### config.mk
export PLATFORM = sky130hd
export DESIGN_NAME = bus_err_collector
export DESIGN_NICKNAME = d
export VERILOG_FILES = /design/src/rtl/bec_pkg.sv /design/src/rtl/bec_edge.sv /design/src/rtl/bec_bank.sv /design/src/rtl/bec_regport.sv /design/src/rtl/bus_err_collector.sv
export SDC_FILE = /design/constraint.sdc
export NUM_CORES = 1
export LEC_CHECK = 0
export ABC_AREA = 1
export BUFFER_PORTS_ARGS = -buffer_cell sky130_fd_sc_hd__buf_2
export CORE_MARGIN = 3
export CORE_UTILIZATION = 50
export DETAILED_ROUTE_END_ITERATION = 16
export PLACE_DENSITY = 0.79
export SLEW_MARGIN = 20
export SYNTH_ARGS = -nofsm -noshare
export SYNTH_HDL_FRONTEND = slang
export SYNTH_SLANG_ARGS = --single-unit
### constraint.sdc
create_clock -name clk -period 4.4 [get_ports clk]
set_clock_uncertainty 0.1 [all_clocks]
set_input_delay 0.66 -clock clk [delete_from_list [all_inputs] [get_ports clk]]
set_output_delay 0.66 -clock clk [all_outputs]
set_load 0.05 [all_outputs]
### src/rtl/bec_pkg.sv
package bec_pkg;
    localparam int unsigned BANK_W = 32;
    localparam int unsigned ADDR_W = 10;

    // Word-address regions (byte address >> 6) of the banked registers
    localparam logic [3:0] REGION_EN  = 4'h0;
    localparam logic [3:0] REGION_ST  = 4'h1;
    localparam logic [3:0] REGION_CLR = 4'h2;

    localparam logic [ADDR_W-1:0] OFS_CTRL = 10'h100;
    localparam logic [ADDR_W-1:0] OFS_CFG  = 10'h3F0;
    localparam logic [ADDR_W-1:0] OFS_VER  = 10'h3F4;

    typedef enum logic [2:0] {
        SEL_NONE, SEL_EN, SEL_ST, SEL_CLR, SEL_CTRL, SEL_CFG, SEL_VER
    } reg_sel_e;

    typedef struct packed {
        logic [BANK_W-1:0] status;
        logic [BANK_W-1:0] enable;
    } bank_state_t;

    typedef struct packed {
        logic              cap_en;
        logic [BANK_W-1:0] rdata;
    } port_state_t;
endpackage

### src/rtl/bec_edge.sv
module bec_edge #(
    parameter int unsigned WIDTH = 32
) (
    input  logic             clk,
    input  logic             rst_n,
    input  logic [WIDTH-1:0] lines_i,
    output logic [WIDTH-1:0] rise_o
);
    logic [WIDTH-1:0] prev_d, prev_q;

    always_comb begin
        prev_d = lines_i;
        rise_o = lines_i & ~prev_q;
    end

    always_ff @(posedge clk or negedge rst_n) begin
        if (!rst_n) prev_q <= '0;
        else        prev_q <= prev_d;
    end
endmodule

### src/rtl/bec_bank.sv
module bec_bank
    import bec_pkg::*;
#(
    parameter int unsigned IMPL_LINES = 32
) (
    input  logic              clk,
    input  logic              rst_n,
    input  logic [BANK_W-1:0] rise_i,
    input  logic              cap_en_i,
    input  logic              en_we_i,
    input  logic              clr_we_i,
    input  logic [BANK_W-1:0] wdata_i,
    output logic [BANK_W-1:0] status_o,
    output logic [BANK_W-1:0] enable_o,
    output logic              irq_o
);
    localparam logic [BANK_W-1:0] IMPL_MASK = 32'hFFFF_FFFF >> (BANK_W - IMPL_LINES);

    bank_state_t       st_d, st_q;
    logic [BANK_W-1:0] set_vec, clr_vec;

    always_comb begin
        st_d    = st_q;
        set_vec = cap_en_i ? (rise_i & IMPL_MASK) : '0;
        clr_vec = clr_we_i ? wdata_i : '0;
        if (en_we_i) st_d.enable = wdata_i & IMPL_MASK;
        // a fresh event overrides a clear of the same bit
        st_d.status = (st_q.status & ~clr_vec) | set_vec;
    end

    always_ff @(posedge clk or negedge rst_n) begin
        if (!rst_n) st_q <= '0;
        else        st_q <= st_d;
    end

    assign status_o = st_q.status;
    assign enable_o = st_q.enable;
    assign irq_o    = |(st_q.status & st_q.enable);

    a_r3_sticky: assert property (@(posedge clk) disable iff (!rst_n)
        !clr_we_i |=> ((status_o & $past(status_o)) == $past(status_o)));

    a_r5_event_wins: assert property (@(posedge clk) disable iff (!rst_n)
        (cap_en_i && ((rise_i & IMPL_MASK) != '0))
        |=> ((status_o & $past(rise_i & IMPL_MASK)) == $past(rise_i & IMPL_MASK)));

    a_r4_clear_ones: assert property (@(posedge clk) disable iff (!rst_n)
        (clr_we_i && !cap_en_i) |=> ((status_o & $past(wdata_i)) == '0));
endmodule

### src/rtl/bec_regport.sv
module bec_regport
    import bec_pkg::*;
#(
    parameter int unsigned NUM_BANKS = 1,
    parameter int unsigned NUM_LINES = 32,
    parameter logic [2:0]  AUX_CFG   = 3'd0,
    parameter logic [3:0]  REV_MAJOR = 4'd1,
    parameter logic [3:0]  REV_MINOR = 4'd0
) (
    input  logic                          clk,
    input  logic                          rst_n,
    input  logic                          req_valid,
    input  logic                          req_write,
    input  logic [ADDR_W-1:0]             req_addr,
    input  logic [BANK_W-1:0]             req_wdata,
    input  logic [NUM_BANKS*BANK_W-1:0]   status_flat,
    input  logic [NUM_BANKS*BANK_W-1:0]   enable_flat,
    output logic [NUM_BANKS-1:0]          en_we,
    output logic [NUM_BANKS-1:0]          clr_we,
    output logic                          cap_en,
    output logic [BANK_W-1:0]             rdata
);
    localparam logic [BANK_W-1:0] CFG_WORD = {13'd0, AUX_CFG, 8'd0, NUM_LINES[7:0]};
    localparam logic [BANK_W-1:0] VER_WORD = {24'd0, REV_MAJOR, REV_MINOR};

    port_state_t       ps_d, ps_q;
    reg_sel_e          sel;
    logic [3:0]        bidx;
    logic              bank_hit;
    logic [BANK_W-1:0] st_word, en_word;
    logic              wr, rd;

    always_comb begin
        bidx = req_addr[5:2];
        wr   = req_valid && req_write;
        rd   = req_valid && !req_write;
        unique case (req_addr[9:6])
            REGION_EN:  sel = SEL_EN;
            REGION_ST:  sel = SEL_ST;
            REGION_CLR: sel = SEL_CLR;
            default:    sel = SEL_NONE;
        endcase
        if      (req_addr[9:2] == OFS_CTRL[9:2]) sel = SEL_CTRL;
        else if (req_addr[9:2] == OFS_CFG[9:2])  sel = SEL_CFG;
        else if (req_addr[9:2] == OFS_VER[9:2])  sel = SEL_VER;

        bank_hit = 1'b0;
        st_word  = '0;
        en_word  = '0;
        en_we    = '0;
        clr_we   = '0;
        for (int b = 0; b < int'(NUM_BANKS); b++) begin
            if (bidx == 4'(b)) begin
                bank_hit  = 1'b1;
                st_word   = status_flat[b*BANK_W +: BANK_W];
                en_word   = enable_flat[b*BANK_W +: BANK_W];
                en_we[b]  = wr && (sel == SEL_EN);
                clr_we[b] = wr && (sel == SEL_CLR);
            end
        end

        ps_d = ps_q;
        if (wr && sel == SEL_CTRL) ps_d.cap_en = req_wdata[0];
        if (rd) begin
            unique case (sel)
                SEL_EN:   ps_d.rdata = bank_hit ? en_word : '0;
                SEL_ST:   ps_d.rdata = bank_hit ? st_word : '0;
                SEL_CTRL: ps_d.rdata = {31'd0, ps_q.cap_en};
                SEL_CFG:  ps_d.rdata = CFG_WORD;
                SEL_VER:  ps_d.rdata = VER_WORD;
                default:  ps_d.rdata = '0;
            endcase
        end
    end

    always_ff @(posedge clk or negedge rst_n) begin
        if (!rst_n) ps_q <= '0;
        else        ps_q <= ps_d;
    end

    assign cap_en = ps_q.cap_en;
    assign rdata  = ps_q.rdata;

    a_r4_clear_reads_zero: assert property (@(posedge clk) disable iff (!rst_n)
        (req_valid && !req_write && req_addr[9:6] == REGION_CLR) |=> (rdata == '0));
endmodule

### src/rtl/bus_err_collector.sv
module bus_err_collector
    import bec_pkg::*;
#(
    parameter int unsigned NUM_LINES = 160,
    parameter logic [2:0]  AUX_CFG   = 3'd0,
    parameter logic [3:0]  REV_MAJOR = 4'd1,
    parameter logic [3:0]  REV_MINOR = 4'd0
) (
    input  logic                 clk,
    input  logic                 rst_n,
    input  logic [NUM_LINES-1:0] err_lines,
    input  logic                 req_valid,
    input  logic                 req_write,
    input  logic [9:0]           req_addr,
    input  logic [31:0]          req_wdata,
    output logic [31:0]          rsp_rdata,
    output logic                 irq
);
    localparam int unsigned NUM_BANKS = (NUM_LINES + BANK_W - 1) / BANK_W;
    localparam int unsigned PAD_W     = NUM_BANKS * BANK_W;

    logic [PAD_W-1:0]     lines_pad, rise_flat, status_flat, enable_flat;
    logic [NUM_BANKS-1:0] en_we, clr_we, bank_irq;
    logic                 cap_en;

    assign lines_pad = PAD_W'(err_lines);

    bec_edge #(.WIDTH(PAD_W)) u_edge (
        .clk(clk), .rst_n(rst_n), .lines_i(lines_pad), .rise_o(rise_flat)
    );

    for (genvar b = 0; b < NUM_BANKS; b++) begin : g_bank
        localparam int unsigned LEFT = NUM_LINES - b * BANK_W;
        localparam int unsigned IMPL = (LEFT > BANK_W) ? BANK_W : LEFT;
        bec_bank #(.IMPL_LINES(IMPL)) u_bank (
            .clk      (clk),
            .rst_n    (rst_n),
            .rise_i   (rise_flat[b*BANK_W +: BANK_W]),
            .cap_en_i (cap_en),
            .en_we_i  (en_we[b]),
            .clr_we_i (clr_we[b]),
            .wdata_i  (req_wdata),
            .status_o (status_flat[b*BANK_W +: BANK_W]),
            .enable_o (enable_flat[b*BANK_W +: BANK_W]),
            .irq_o    (bank_irq[b])
        );
    end

    bec_regport #(
        .NUM_BANKS(NUM_BANKS), .NUM_LINES(NUM_LINES), .AUX_CFG(AUX_CFG),
        .REV_MAJOR(REV_MAJOR), .REV_MINOR(REV_MINOR)
    ) u_regport (
        .clk        (clk),
        .rst_n      (rst_n),
        .req_valid  (req_valid),
        .req_write  (req_write),
        .req_addr   (req_addr),
        .req_wdata  (req_wdata),
        .status_flat(status_flat),
        .enable_flat(enable_flat),
        .en_we      (en_we),
        .clr_we     (clr_we),
        .cap_en     (cap_en),
        .rdata      (rsp_rdata)
    );

    assign irq = |bank_irq;

    a_r6_irq_level: assert property (@(posedge clk) disable iff (!rst_n)
        irq == ((status_flat & enable_flat) != '0));
endmodule

==> flow_summary.toml <==
[logic_synthesis]
syn_area_mm2 = 0.0219
yosys.area.top_type_share = 0.587
synth_xor_area_frac = 0
yosysSeqAreaShare = 0.587
synth_top_family_by_area = "simple AND/OR/NAND/NOR gates"
synth_cells = 2742
synth-compound-area-share = 0.0859
ys_top_cells_by_area = "dfrtp_1 59%, nand2_1 21%, o21ai_0 7.9%"
synth_top_area_cell = "dfrtp_1"
synth_mux_area_frac = 0
syn-num-nets = 2948
synthAdderAreaFrac = 0
synthSimpleGateAreaFrac = 0.291
ys_warn_count = 0
syn_avg_cell_area_um2 = 7.98
synth.distinct_cells = 21
ys_ff_latch = 513

[critical_path]
path_class = "reg -> out"
crit_required_ps = 3640
critical_path_peak_fanout = 3
r2r_start = "u_regport.cap_en"
startpoint = "g_bank[2].u_bank.status_o[7]"
cp-start-kind = "flip-flop"
arrival_ps = 2580
worst_setup_path_end_kind = "primary output"

[global_route]
overflow = 0
antenna_found_initial = 0
grt_max_degree = 111
grt_pass1_vias = 19100
grt_use_total = 0.276
grt_pass1_wl_um = 102000

[floorplanning]
coreArea_mm2 = 0.0432
die-area_mm2 = 0.0463
die_h_um = 215
num_rows = 76
num_io_pins = 239
die_x_um = 215
initial_core_util = 0.507

[pwr]
pwr_density_cell_mw_per_mm2 = 424
power.leakage_uw = 0.0138
ir_drop_v = 0.000322

[routing]
wirelength_um = 63900
ant_nets = 0
drc = 0
wl_per_cell_um = 17.8
via_count = 19300
routed_via_density = 5.38
drt-initial-drc-count = 2104
drtPass1Iterations = 5

[sta]
finalHoldViolations = 5
relSlewSlack = 0.354
worst_slew_pin_slew_ps = 965
period_share = 0.759
period_needed_ps = 3340
fmax_ghz = 0.300
setup_viol = 0
rsz0062_at_grt = "no"
setup-tns-final_ps = 0
hold-worst-slack_ps = -10.2
timing.final.max_slew_violations = 0

[final_layout]
nFillCells = 3770
antenna_cells = 0
nets = 3162
area_growth_pct = 16.8
drive_above_1_share = 0.126

[run_status]
status = "finished with violations"
violations = "negative hold slack"

[placed_design]
routabilityCongestion = 0.913
dp_hpwl_um = 43200
portBuffers = 236

[clock_network]
clock_latency_ps = 600
numCtsBuffers = 51
cts.sinks = 513
clkTransAtPathRegs_ps = 60
cts_max_level = 2
cts_tree = "done"
cts_hold_buf = 0
cts_setup_buffers = 0
cts_resized = 0
clk_path_buf_depth = 3
clock-root-buffer = "clkbuf_16"

[hold_path]
hp-class = "in -> async"

[run]
max-cap-violations = 0
final cells by class:
class / instances / area, um2 / share of cell area
timing repair buffer: 273 / 1540 / 0.0604
clock buffer: 70 / 1480 / 0.0578
tap: 585 / 732 / 0.0286
inverter: 95 / 359 / 0.0140
multi-input combinational: 2022 / 8270 / 0.324
clock inverter: 23 / 342 / 0.0134
sequential: 513 / 12800 / 0.502
flip-flops by register name, indices dropped and copies added, names as in the netlist:
name and count:
g_bank.u_bank.enable_o 160, g_bank.u_bank.status_o 160, u_edge.prev_q 160, u_regport.rdata 32
u_regport.cap_en 1
power breakdown:
part           switching [uW]  internal, uW
clock                    1860          2820
sequential                300          5080
combinational             534           243
total                    2690          8150
cells by family after synthesis:
family	count (synthesis)
compound gates	375
buf+inv	207
flops	513
simple gates	1647
worst max-delay path, stage by stage (launching register included):
cell and delay (ps):
dfrtp_1 410, nand2_1 80, o21ai_0 180, nor3_1 530, nand3_1 160, nor2_1 140
nand3_1 210, buf_2 280
cells in the final DEF, fill, tap and decap left out, drive strengths merged:
cell	count
o21ai	365
clkbuf	70
nand3	68
or2	1
nor3	2
buf	273
nand3b	2
clkinvlp	3
a22o	1
dfrtp	513
nor2	317
nand4	13
bufinv	8
nand2	1243
nor4	1
a21oi	9
clkinv	12
inv	95
cell usage after synthesis, drive strengths merged:
master and instances:
nand2 1243, dfrtp 513, o21ai 365, nor2 317, inv 95, clkbuf 92, nand3 68, buf 20
nand4 13, a21oi 9, nand3b 2, nor3 2, a22o 1, nor4 1, or2 1
per-layer routing:
metal  vias to the layer above  global-route usage  part of all wire
li1                       9033                   -                 -
met1                      9137               0.369              0.41
met2                       923               0.444              0.47
met3                       163              0.0509             0.086
met4                         0               0.122             0.041
met5                         -                   0                 0
final timing paths:
check	slack [ps]	end	cells past startpoint
worst max-delay path	1060	irq	7
worst min-delay path	-10	u_edge.prev_q[125]	1
worst max register to register	2460	g_bank[3].u_bank.status_o[13]	5
worst min register to register	380	g_bank[4].u_bank.status_o[16]	3
max in group asynchronous	3130	g_bank[2].u_bank.status_o[21]	2
min in group clk	80	u_edge.prev_q[30]	1
stage by stage:
step	utilization	instances	worst slack, ps	instance area, um2	power, uW
2_1_floorplan	-	2742	2380	21900	5740
3_3_place_gp	0.550	3488	1360	23700	6180
3_5_place_dp	0.550	3488	1230	23700	6230
4_1_cts	0.592	3581	1040	25600	10900
5_1_grt	0.592	3581	1000	25600	11300
6_report	0.592	3581	1060	25600	10800
Note: power is estimated with default switching activity, not from simulation.
